===== config.mk =====
export PLATFORM = sky130hd
export DESIGN_NAME = addr_watch_unit
export DESIGN_NICKNAME = d
export VERILOG_FILES = /design/src/rtl/awu_pkg.sv /design/src/rtl/awu_regs.sv /design/src/rtl/awu_match.sv /design/src/rtl/awu_report.sv /design/src/rtl/addr_watch_unit.sv
export SDC_FILE = /design/constraint.sdc
export NUM_CORES = 1
export LEC_CHECK = 0
export BUFFER_PORTS_ARGS = -buffer_cell sky130_fd_sc_hd__buf_2
export CAP_MARGIN = 25
export CELL_PAD_IN_SITES_DETAIL_PLACEMENT = 1
export CELL_PAD_IN_SITES_GLOBAL_PLACEMENT = 2
export CORE_MARGIN = 3
export CORE_UTILIZATION = 27
export CTS_CLUSTER_SIZE = 30
export DETAILED_ROUTE_END_ITERATION = 12
export PLACE_DENSITY_LB_ADDON = 0.12
export SYNTH_ARGS = -nofsm -noshare
export SYNTH_HDL_FRONTEND = slang
export SYNTH_SLANG_ARGS = --single-unit

===== constraint.sdc =====
create_clock -name clk -period 1.7 [get_ports clk]
set_input_delay 0.085 -clock clk [delete_from_list [all_inputs] [get_ports clk]]
set_output_delay 0.085 -clock clk [all_outputs]
set_load 0.01 [all_outputs]

===== src/rtl/awu_pkg.sv =====
package awu_pkg;
  localparam logic [4:0] CODE_DATA = 5'd23;
  localparam logic [4:0] CODE_INST = 5'd16;
  localparam logic [4:0] CODE_NONE = 5'd0;
  localparam int BIT_EN_ST = 63;
  localparam int BIT_EN_LD = 62;
  localparam int BIT_EN_IF = 61;
endpackage


===== src/rtl/awu_regs.sv =====
module awu_regs
  import awu_pkg::*;
#(
  parameter int NUM_WATCH = 2,
  parameter int PA_W      = 36,
  parameter int MASK_TOP  = 31,
  parameter int DW        = 64,
  parameter int SEL_W     = 2,
  localparam int AW       = PA_W - 2,
  localparam int MW       = MASK_TOP - 1
) (
  input  logic                          clk,
  input  logic                          rst,
  input  logic                          we,
  input  logic [SEL_W-1:0]              wsel,
  input  logic [DW-1:0]                 wdata,
  input  logic [SEL_W-1:0]              rsel,
  output logic [DW-1:0]                 rdata,
  output logic [NUM_WATCH-1:0]          en_ld,
  output logic [NUM_WATCH-1:0]          en_st,
  output logic [NUM_WATCH-1:0]          en_if,
  output logic [NUM_WATCH-1:0][AW-1:0]  waddr,
  output logic [MW-1:0]                 mfield,
  output logic [NUM_WATCH-1:0]          mapply
);
  localparam int MASK_SEL = NUM_WATCH;

  logic [MW-1:0] san;
  logic [DW-1:0] rd_word;
  logic          unused_wbits;

  assign unused_wbits = ^wdata[BIT_EN_IF-1:PA_W];

  // keep only the run of ones that starts at address bit 2
  always_comb begin
    san[0] = wdata[2];
    for (int i = 1; i < MW; i++) san[i] = san[i-1] & wdata[i+2];
  end

  for (genvar g = 0; g < NUM_WATCH; g++) begin : g_trap
    always_ff @(posedge clk) begin
      if (rst) begin
        en_ld[g] <= 1'b0;
        en_st[g] <= 1'b0;
        en_if[g] <= 1'b0;
        waddr[g] <= '0;
      end else if (we && wsel == SEL_W'(g)) begin
        en_st[g] <= wdata[BIT_EN_ST];
        en_ld[g] <= wdata[BIT_EN_LD];
        en_if[g] <= wdata[BIT_EN_IF];
        waddr[g] <= wdata[PA_W-1:2];
      end
    end

    p_write_lands_r2: assert property (@(posedge clk) disable iff (rst)
      (we && wsel == SEL_W'(g)) |=> (waddr[g] == $past(wdata[PA_W-1:2])
                                     && en_if[g] == $past(wdata[BIT_EN_IF])));
  end

  always_ff @(posedge clk) begin
    if (rst) begin
      mfield <= '0;
      mapply <= '0;
    end else if (we && wsel == SEL_W'(MASK_SEL)) begin
      mfield <= san;
      mapply <= wdata[NUM_WATCH-1:0];
    end
  end

  always_comb begin
    rd_word = '0;
    for (int i = 0; i < NUM_WATCH; i++) begin
      if (rsel == SEL_W'(i)) begin
        rd_word[BIT_EN_ST]  = en_st[i];
        rd_word[BIT_EN_LD]  = en_ld[i];
        rd_word[BIT_EN_IF]  = en_if[i];
        rd_word[PA_W-1:2]   = waddr[i];
      end
    end
    if (rsel == SEL_W'(MASK_SEL)) begin
      rd_word[MASK_TOP:2]      = mfield;
      rd_word[NUM_WATCH-1:0]   = mapply;
    end
  end

  always_ff @(posedge clk) begin
    if (rst) rdata <= '0;
    else     rdata <= rd_word;
  end

  p_mask_contig_r3: assert property (@(posedge clk) disable iff (rst)
    ((mfield + MW'(1)) & mfield) == '0);

  p_reset_clear_r1: assert property (@(posedge clk)
    rst |=> (en_ld == '0 && en_st == '0 && en_if == '0 && mapply == '0));
endmodule


===== src/rtl/awu_match.sv =====
module awu_match #(
  parameter int PA_W = 36,
  parameter int MW   = 30,
  localparam int AW  = PA_W - 2
) (
  input  logic            acc_valid,
  input  logic            acc_load,
  input  logic            acc_store,
  input  logic            acc_ifetch,
  input  logic [PA_W-1:0] paddr,
  input  logic            en_ld,
  input  logic            en_st,
  input  logic            en_if,
  input  logic [AW-1:0]   waddr,
  input  logic [MW-1:0]   mfield,
  input  logic            apply,
  output logic            data_hit,
  output logic            inst_hit
);
  logic [PA_W-1:0] ignore;
  logic            addr_eq;

  // bits 1:0 always ignored; masked bits ignored when apply is set
  assign ignore  = {{(AW-MW){1'b0}}, mfield & {MW{apply}}, 2'b11};
  assign addr_eq = (((paddr ^ {waddr, 2'b00}) & ~ignore) == '0);

  assign data_hit = acc_valid && addr_eq && ((acc_load && en_ld) || (acc_store && en_st));
  assign inst_hit = acc_valid && addr_eq && acc_ifetch && en_if;

  always_comb begin
    if (!en_ld && !en_st && !en_if)
      p_off_silent_r9: assert (!data_hit && !inst_hit);
  end
endmodule


===== src/rtl/awu_report.sv =====
module awu_report
  import awu_pkg::*;
#(
  parameter int NUM_WATCH = 2
) (
  input  logic                 clk,
  input  logic                 rst,
  input  logic [NUM_WATCH-1:0] data_hit,
  input  logic [NUM_WATCH-1:0] inst_hit,
  output logic                 exc_req,
  output logic [4:0]           exc_code,
  output logic [NUM_WATCH-1:0] exc_hit
);
  logic [NUM_WATCH-1:0] fired;
  logic                 any_inst;

  assign fired    = data_hit | inst_hit;
  assign any_inst = |inst_hit;

  always_ff @(posedge clk) begin
    if (rst) begin
      exc_req  <= 1'b0;
      exc_code <= CODE_NONE;
      exc_hit  <= '0;
    end else begin
      exc_req  <= |fired;
      exc_hit  <= fired;
      if (any_inst)    exc_code <= CODE_INST;
      else if (|fired) exc_code <= CODE_DATA;
      else             exc_code <= CODE_NONE;
    end
  end

  p_code_legal_r7: assert property (@(posedge clk) disable iff (rst)
    exc_req |-> (exc_code == CODE_INST || exc_code == CODE_DATA));
  p_req_has_id_r6: assert property (@(posedge clk) disable iff (rst)
    exc_req |-> (exc_hit != '0));
  p_idle_quiet_r10: assert property (@(posedge clk) disable iff (rst)
    !exc_req |-> (exc_code == CODE_NONE && exc_hit == '0));
  p_inst_wins_r5: assert property (@(posedge clk) disable iff (rst)
    any_inst |=> (exc_code == CODE_INST));
endmodule


===== src/rtl/addr_watch_unit.sv =====
module addr_watch_unit
  import awu_pkg::*;
#(
  parameter int NUM_WATCH = 2,
  parameter int PA_W      = 36,
  parameter int MASK_TOP  = 31,
  parameter int DW        = 64,
  localparam int SEL_W    = $clog2(NUM_WATCH + 2),
  localparam int AW       = PA_W - 2,
  localparam int MW       = MASK_TOP - 1
) (
  input  logic                 clk,
  input  logic                 rst,
  input  logic                 cfg_we,
  input  logic [SEL_W-1:0]     cfg_sel,
  input  logic [DW-1:0]        cfg_wdata,
  input  logic [SEL_W-1:0]     cfg_rsel,
  output logic [DW-1:0]        cfg_rdata,
  input  logic                 acc_valid,
  input  logic                 acc_load,
  input  logic                 acc_store,
  input  logic                 acc_ifetch,
  input  logic [PA_W-1:0]      acc_paddr,
  output logic                 exc_req,
  output logic [4:0]           exc_code,
  output logic [NUM_WATCH-1:0] exc_hit
);
  logic [NUM_WATCH-1:0]         en_ld, en_st, en_if, mapply;
  logic [NUM_WATCH-1:0][AW-1:0] waddr;
  logic [MW-1:0]                mfield;
  logic [NUM_WATCH-1:0]         data_hit, inst_hit;

  awu_regs #(
    .NUM_WATCH(NUM_WATCH), .PA_W(PA_W), .MASK_TOP(MASK_TOP), .DW(DW), .SEL_W(SEL_W)
  ) u_regs (
    .clk(clk), .rst(rst), .we(cfg_we), .wsel(cfg_sel), .wdata(cfg_wdata),
    .rsel(cfg_rsel), .rdata(cfg_rdata),
    .en_ld(en_ld), .en_st(en_st), .en_if(en_if), .waddr(waddr),
    .mfield(mfield), .mapply(mapply)
  );

  for (genvar g = 0; g < NUM_WATCH; g++) begin : g_cmp
    awu_match #(.PA_W(PA_W), .MW(MW)) u_match (
      .acc_valid(acc_valid), .acc_load(acc_load), .acc_store(acc_store),
      .acc_ifetch(acc_ifetch), .paddr(acc_paddr),
      .en_ld(en_ld[g]), .en_st(en_st[g]), .en_if(en_if[g]),
      .waddr(waddr[g]), .mfield(mfield), .apply(mapply[g]),
      .data_hit(data_hit[g]), .inst_hit(inst_hit[g])
    );
  end

  awu_report #(.NUM_WATCH(NUM_WATCH)) u_report (
    .clk(clk), .rst(rst), .data_hit(data_hit), .inst_hit(inst_hit),
    .exc_req(exc_req), .exc_code(exc_code), .exc_hit(exc_hit)
  );

  p_valid_gate_r9: assert property (@(posedge clk) disable iff (rst)
    !acc_valid |=> !exc_req);
  p_no_flags_r4: assert property (@(posedge clk) disable iff (rst)
    !(acc_load || acc_store || acc_ifetch) |=> !exc_req);
endmodule


Yosys cells after proc, flatten, opt, wreduce, memory -nomap -nowiden
Cells that the tools add are included.
{"block": "word_totals", "out_inout_bits": 72, "input_bits": 111, "word_cells": 92, "reg_bits": 178}
{"block": "classes", "n_mux": 7, "bitwise_logic": 39, "reduce_logical": 25, "n_eq_ne": 4}
{"op": "AND 36 bit", "n": 2}
{"op": "zero test 36 bit", "n": 2}
{"op": "inverter 32 -> 36 bit", "n": 2}
{"op": "bitwise XOR 36 bit", "n": 2}
{"op": "two-way mux 34 bit", "n": 2}
{"op": "AND 30 bit", "n": 2}
{"op": "two-way mux 32 bit", "n": 1}
{"op": "AND 1 bit", "n": 29}
{"op": "logical AND 1 bit", "n": 15}
{"op": "two-way mux 5 bit", "n": 2}
{"op": "two-way mux 3 bit", "n": 2}
{"op": "OR reduction 2 bit", "n": 3}
{"op": "equality test 2 x 1 -> 1 bit (second input constant)", "n": 2}
{"op": "equality test 2 bit (second input constant)", "n": 2}
{"op": "zero test 2 bit", "n": 2}
{"op": "OR reduction 3 bit", "n": 1}
{"op": "logical OR 1 bit", "n": 2}
{"op": "OR 2 bit", "n": 1}
{"op": "inverter 1 bit", "n": 1}

Logic depth before layout (Yosys ltp)
{"block": "logic_depth", "ltp_word": 29, "mapped_depth": 8, "ltp_nobuf": 6}

Cells and area by module
A second synthesis with hierarchy kept.
{"block": "unflattened", "cells_unflattened": 880, "hier_area_um2": 7033.0}
{"module": "awu_regs", "seq_area_each_um2": 2902.8, "cells_per_inst": 686, "area_per_inst_um2": 5672.9, "n_inst": 1}
{"module": "awu_match", "seq_area_each_um2": 0.0, "cells_per_inst": 88, "area_per_inst_um2": 594.3, "n_inst": 2}
{"module": "awu_report", "seq_area_each_um2": 100.1, "cells_per_inst": 18, "area_per_inst_um2": 171.4, "n_inst": 1}

Worst setup path before layout
OpenSTA, ideal clock, no wires.
{"block": "synth_path", "path_kind": "register to register", "start": "register u_regs.waddr[19] in the netlist's numbering", "end": "register u_report.exc_code[1]", "arrival_ns": 1.759, "synth_period_minus_slack_ns": 1.825, "required_ns": 1.634, "path_slack_ns": -0.125, "stages_incl_launch_ff": 7, "setup_time_ns": 0.066, "path_buffers": 0, "path_cell_list": "dfxtp_1 -> xnor2_1 -> nor2_1 -> or4_1 -> nor4_4 -> a32o_2 -> a21boi_2"}
{"block": "synth_via", "elab_chain_len": 9, "word_cells_on_any_way": 11, "classes_between": "mux: 1; bitwise: 3; reduce/logical: 7"}
{"element": "start: declaration", "line": "awu_regs.sv:22", "source": "output logic [NUM_WATCH-1:0][AW-1:0] waddr,"}
{"element": "start signal: indexed assignment", "line": "awu_regs.sv:51", "source": "waddr[g] <= wdata[PA_W-1:2];"}
{"element": "bitwise XOR 36 bit *", "line": "awu_match.sv:25", "source": "assign addr_eq = (((paddr ^ {waddr, 2'b00}) & ~ignore) == '0);"}
{"element": "AND 36 bit *", "line": "awu_match.sv:25"}
{"element": "zero test 36 bit *", "line": "awu_match.sv:25"}
{"element": "logical AND 1 bit *", "line": "awu_match.sv:27, awu_match.sv:28"}
{"element": "logical AND 1 bit (2 in series)", "line": "awu_match.sv:28", "source": "assign inst_hit = acc_valid && addr_eq && acc_ifetch && en_if;"}
{"element": "OR 2 bit", "line": "awu_report.sv:17", "source": "assign fired = data_hit | inst_hit;"}
{"element": "OR reduction 2 bit", "line": "awu_report.sv:29", "source": "else if (|fired) exc_code <= CODE_DATA;"}
{"element": "two-way mux 5 bit", "line": "awu_report.sv:29"}
{"element": "end signal: assignment", "line": "awu_report.sv:28", "source": "if (any_inst) exc_code <= CODE_INST;"}
{"element": "end signal: assignment", "line": "awu_report.sv:29"}
{"element": "end signal: assignment", "line": "awu_report.sv:30", "source": "else exc_code <= CODE_NONE;"}
{"element": "end: declaration", "line": "awu_report.sv:11", "source": "output logic [4:0] exc_code,"}
Mark *: on every way between the ends. The rest lies on a longest branch, timed or not.
A chain may end at the register's enable or synchronous reset.

Worst setup path in the final report
{"block": "layout_path", "start": "register u_regs.mapply[1]", "end": "register u_report.exc_code[1]"}
{"block": "layout_via", "elab_chain_len": 10, "word_cells_on_any_way": 12, "classes_between": "mux: 1; bitwise: 4; reduce/logical: 7"}
{"element": "start: declaration", "line": "awu_regs.sv:24", "source": "output logic [NUM_WATCH-1:0] mapply"}
{"element": "start signal: assignment", "line": "awu_regs.sv:66", "source": "mapply <= wdata[NUM_WATCH-1:0];"}
{"element": "AND 30 bit *", "line": "awu_match.sv:24", "source": "assign ignore = {{(AW-MW){1'b0}}, mfield & {MW{apply}}, 2'b11};"}
{"element": "inverter 32 -> 36 bit *", "line": "awu_match.sv:25"}
{"element": "AND 36 bit *", "line": "awu_match.sv:25"}
{"element": "zero test 36 bit *", "line": "awu_match.sv:25"}
{"element": "logical AND 1 bit *", "line": "awu_match.sv:27, awu_match.sv:28"}
{"element": "logical AND 1 bit (2 in series)", "line": "awu_match.sv:28"}
{"element": "OR 2 bit", "line": "awu_report.sv:17"}
{"element": "OR reduction 2 bit", "line": "awu_report.sv:29"}
{"element": "two-way mux 5 bit", "line": "awu_report.sv:29"}
Marked as above.

==> run_results.csv <==
group,metric,value,unit
worst_setup_path,crit_chain,"buf_6, a21oi_2, or4_4, nor4_4, buf_4, a32o_2, a21boi_2",
floorplan,pin_count,183,
final_layout,largest-register,"u_regs.waddr",
detailed_routing,first_pass_iters,5,
worst_setup_path,r2r_start,"u_regs.mapply[1]",
placed_design,place_hpwl,20500,um
status,outcome,"finished, violations left",
worst_setup_path,endpoint_kind,"flip-flop",
synthesis,synthesis.area,0.00695,mm2
synthesis,synthCells,873,
global_route,grt_pass1_vias,7023,
cts,clk_latency,430,ps
sta,fmax,529,MHz
final_layout,top_regs,"u_regs.waddr: 68 flops, u_regs.rdata: 39 flops, u_regs.mfield: 30 flops",
floorplan,rows,58,
worst_setup_path,crit_fanout,5,
sta,grt_setup_unrepaired,"true",
detailed_routing,routed-via-count,6954,
worst_setup_path,cp_slowest_cell,"or4_4",
sta,finClkSkew,11.1,ps
global_route,grt_max_degree,64,
detailed_routing,drt_iter0_markers,412,
placed_design,gp_congestion,0.798,
worst_setup_path,critPathLaunchType,"flip-flop",
worst_setup_path,crit_required,2060,ps
final_layout,diodes,0,
synthesis,synth_seq_cells,150,
synthesis,yosysTopAreaCell,"dfxtp_1",
global_route,overflow,0,
worst_hold_path,hp-class,"input port to flip-flop",
cts,tritoncts,"built",
worst_setup_path,timing.rr.end,"u_report.exc_code[1]",
cts,path_clk_slew,60,ps
worst_hold_path,min_from,"cfg_wdata[3]",
worst_hold_path,holdPathStages,4,
cts,clock_path_buffers,2,
placed_design,dp_slack,-228,ps
synthesis,synthArstFlopShare,0,%
worst_setup_path,reg2reg_depth,7,
synthesis,synth_edf_count,0,
sta,finalWorstSetupSlack,-192,ps
power,power,8770,uW
floorplan,die_h,166,um
cts,cts_root_buf,"clkbuf_16",
detailed_routing,ant_nets,0,
worst_setup_path,crit_buf_inv,2,
sta,report.final.slew_viol_count,0,
detailed_routing,drt-total-wl,28700,um
flow_run,drv_cap,0,
power,powerDensity,873,mW/mm2
sta,setup_viol,5,
worst_setup_path,path_class,"flip-flop to flip-flop",
global_route,grt_pass1_wl,43200,um
sta,maxSlewHeadroom,55.4,%
sta,worstMarginPinSlew,668,ps
final_layout,drive_above_1_share,30.0,%
synthesis,synth_cell_type_count,47,
final_layout,postLayoutCoreUtil,39.8,%
final_layout,nets,1256,
worst_setup_path,cp_top_family,"simple AND/OR/NAND/NOR gates",
worst_setup_path,cpPeakStageDelay,560,ps
cts,cts_buffers,17,
worst_setup_path,reg2reg_slack,-190,ps
worst_hold_path,holdPathEnd,"u_regs.waddr[35]",
detailed_routing,wl_per_cell,19.3,um
floorplan,core,0.0253,mm2
worst_setup_path,critPathArrivalTime,2250,ps
floorplan,dieArea,0.0277,mm2
floorplan,start_util,27.5,%
sta,tns,-453,ps
global_route,antenna_found_initial,0,
power,p_leak,0.00442,uW
synthesis,ys_warn_count,0,
global_route,grt_util_all_layers,20.2,%
synthesis,yosysTopAreaCellShare,43.2,%
detailed_routing,via_per_inst,4.68,
final_layout,largest_reg_flops,68,
detailed_routing,drc_errors,0,
cts,cts_sinks,150,
floorplan,die_x,166,um
status,violations,"negative setup slack",
sta,fin_crit_sh,111,%
power,ir_drop,0.558,mV
synthesis,synth_area_leaders,"dfxtp_1 43%, nand2_1 12%, a21oi_1 9.5%",
synthesis,dominantRegCellSynth,"dfxtp_1",
sta,fin_crit,1890,ps
cts,h-tree-depth,4,
placed_design,port_buffers,129,
synthesis,synth.avg_cell_area,7.96,um2
final_layout,syn_to_final_growth,44.7,%
sta,hold_viol,0,
sta,hold_ws,45.2,ps
synthesis,ys_seq_area_share,43.2,%
## worst min-delay path, cell delays in order
cell	delay, ps
buf_2	90
buf_4	110
nand2_1	40
a21oi_1	100
## report_power, final
| group | switching (uW) | leakage (uW) | internal [uW] | total (uW) |
|---|---|---|---|---|
| clock network | 1620 | 0.000287 | 2350 | 3970 |
| registers | 55.2 | 0.00122 | 3590 | 3640 |
| logic | 654 | 0.00291 | 509 | 1160 |
## Yosys cell counts (2+ instances only)
master / instances
nor2b_1: 2
o21ai_0: 8
or2_2: 2
a2bb2oi_1: 2
o22a_1: 3
nor3b_1: 2
and3_1: 3
or4_1: 2
dfxtp_1: 150
inv_1: 6
nor4_4: 2
buf_2: 5
nor4_1: 2
a32o_1: 2
nand2_1: 216
and2_1: 3
a32oi_1: 2
buf_1: 5
xnor2_1: 23
nor4b_1: 2
nand4_1: 8
a211oi_1: 2
clkbuf_1: 36
nor3_1: 2
nand4b_1: 2
mux2i_1: 37
nand3_1: 8
xor2_1: 45
a21oi_1: 132
buf_4: 30
and3b_1: 3
a222oi_1: 3
nor2_1: 90
a22oi_1: 20
## worst max-delay path by stage
stage	depth (start not counted)	startpoint	slack, ps	end
2_1_floorplan	6	u_regs.waddr[21]	-10	u_report.exc_code[1]
3_3_place_gp	7	u_regs.waddr[38]	-220	u_report.exc_code[1]
3_5_place_dp	9	u_regs.mapply[1]	-230	u_report.exc_code[1]
4_1_cts	7	u_regs.mapply[1]	-160	u_report.exc_code[1]
5_1_grt	7	u_regs.mapply[1]	-240	u_report.exc_code[1]
6_report	7	u_regs.mapply[1]	-190	u_report.exc_code[1]
## layout make-up
cell class	instances	area, um2
clock buffers	20	447
multi-input cells	666	3830
clock inverters	11	150
flip-flops and latches	150	3020
fillers	3054	15200
repair buffers	304	2170
well taps	330	413
inverters	6	22.5
## routing by layer
layer | vias to the layer above | global-route usage [%] | routed length [um]
li1 | 3409 | - | -
met1 | 3352 | 28.6 | 13900
met2 | 167 | 33.0 | 13400
met3 | 26 | 3.20 | 1040
met4 | 0 | 4.16 | 382
met5 | - | 0 | 0
## through the flow
stage               area, um2  cells
floorplan                7070    898
global placement         8760   1409
detailed placement       8760   1409
CTS                      9900   1483
global route            10100   1487
finish                  10100   1487
## repair_timing
action | 4_1_cts | 5_1_grt
endpoints found under the setup margin | 5 | 10
endpoints found under the hold margin | 87 | 0
hold buffers | 39 | 0
pin swaps | 13 | 9
setup buffers | 4 | 4
cloned | 0 | 1
gates resized for setup | 26 | 24
## logic make-up after synthesis
kind of cell / after synthesis / share of synthesized area (%)
simple gates: 355 / 21.8
buf+inv: 82 / 6.14
mux: 37 / 5.33
other cells: 1 / 0.0540
xor+xnor: 68 / 8.57
compound gates: 180 / 14.8
flops: 150 / 43.2
## cells in the final DEF (no fill, tap or decap), types with 26 or more instances in the layout
master	instances
buf_2	128
dfxtp_1	140
xor2_1	44
a21oi_1	127
conb_1	26
nand2_1	212
nor2_1	88
dlygate4sd3_1	39
buf_4	125
mux2i_1	37
Note: power is estimated with default switching activity, not from simulation.
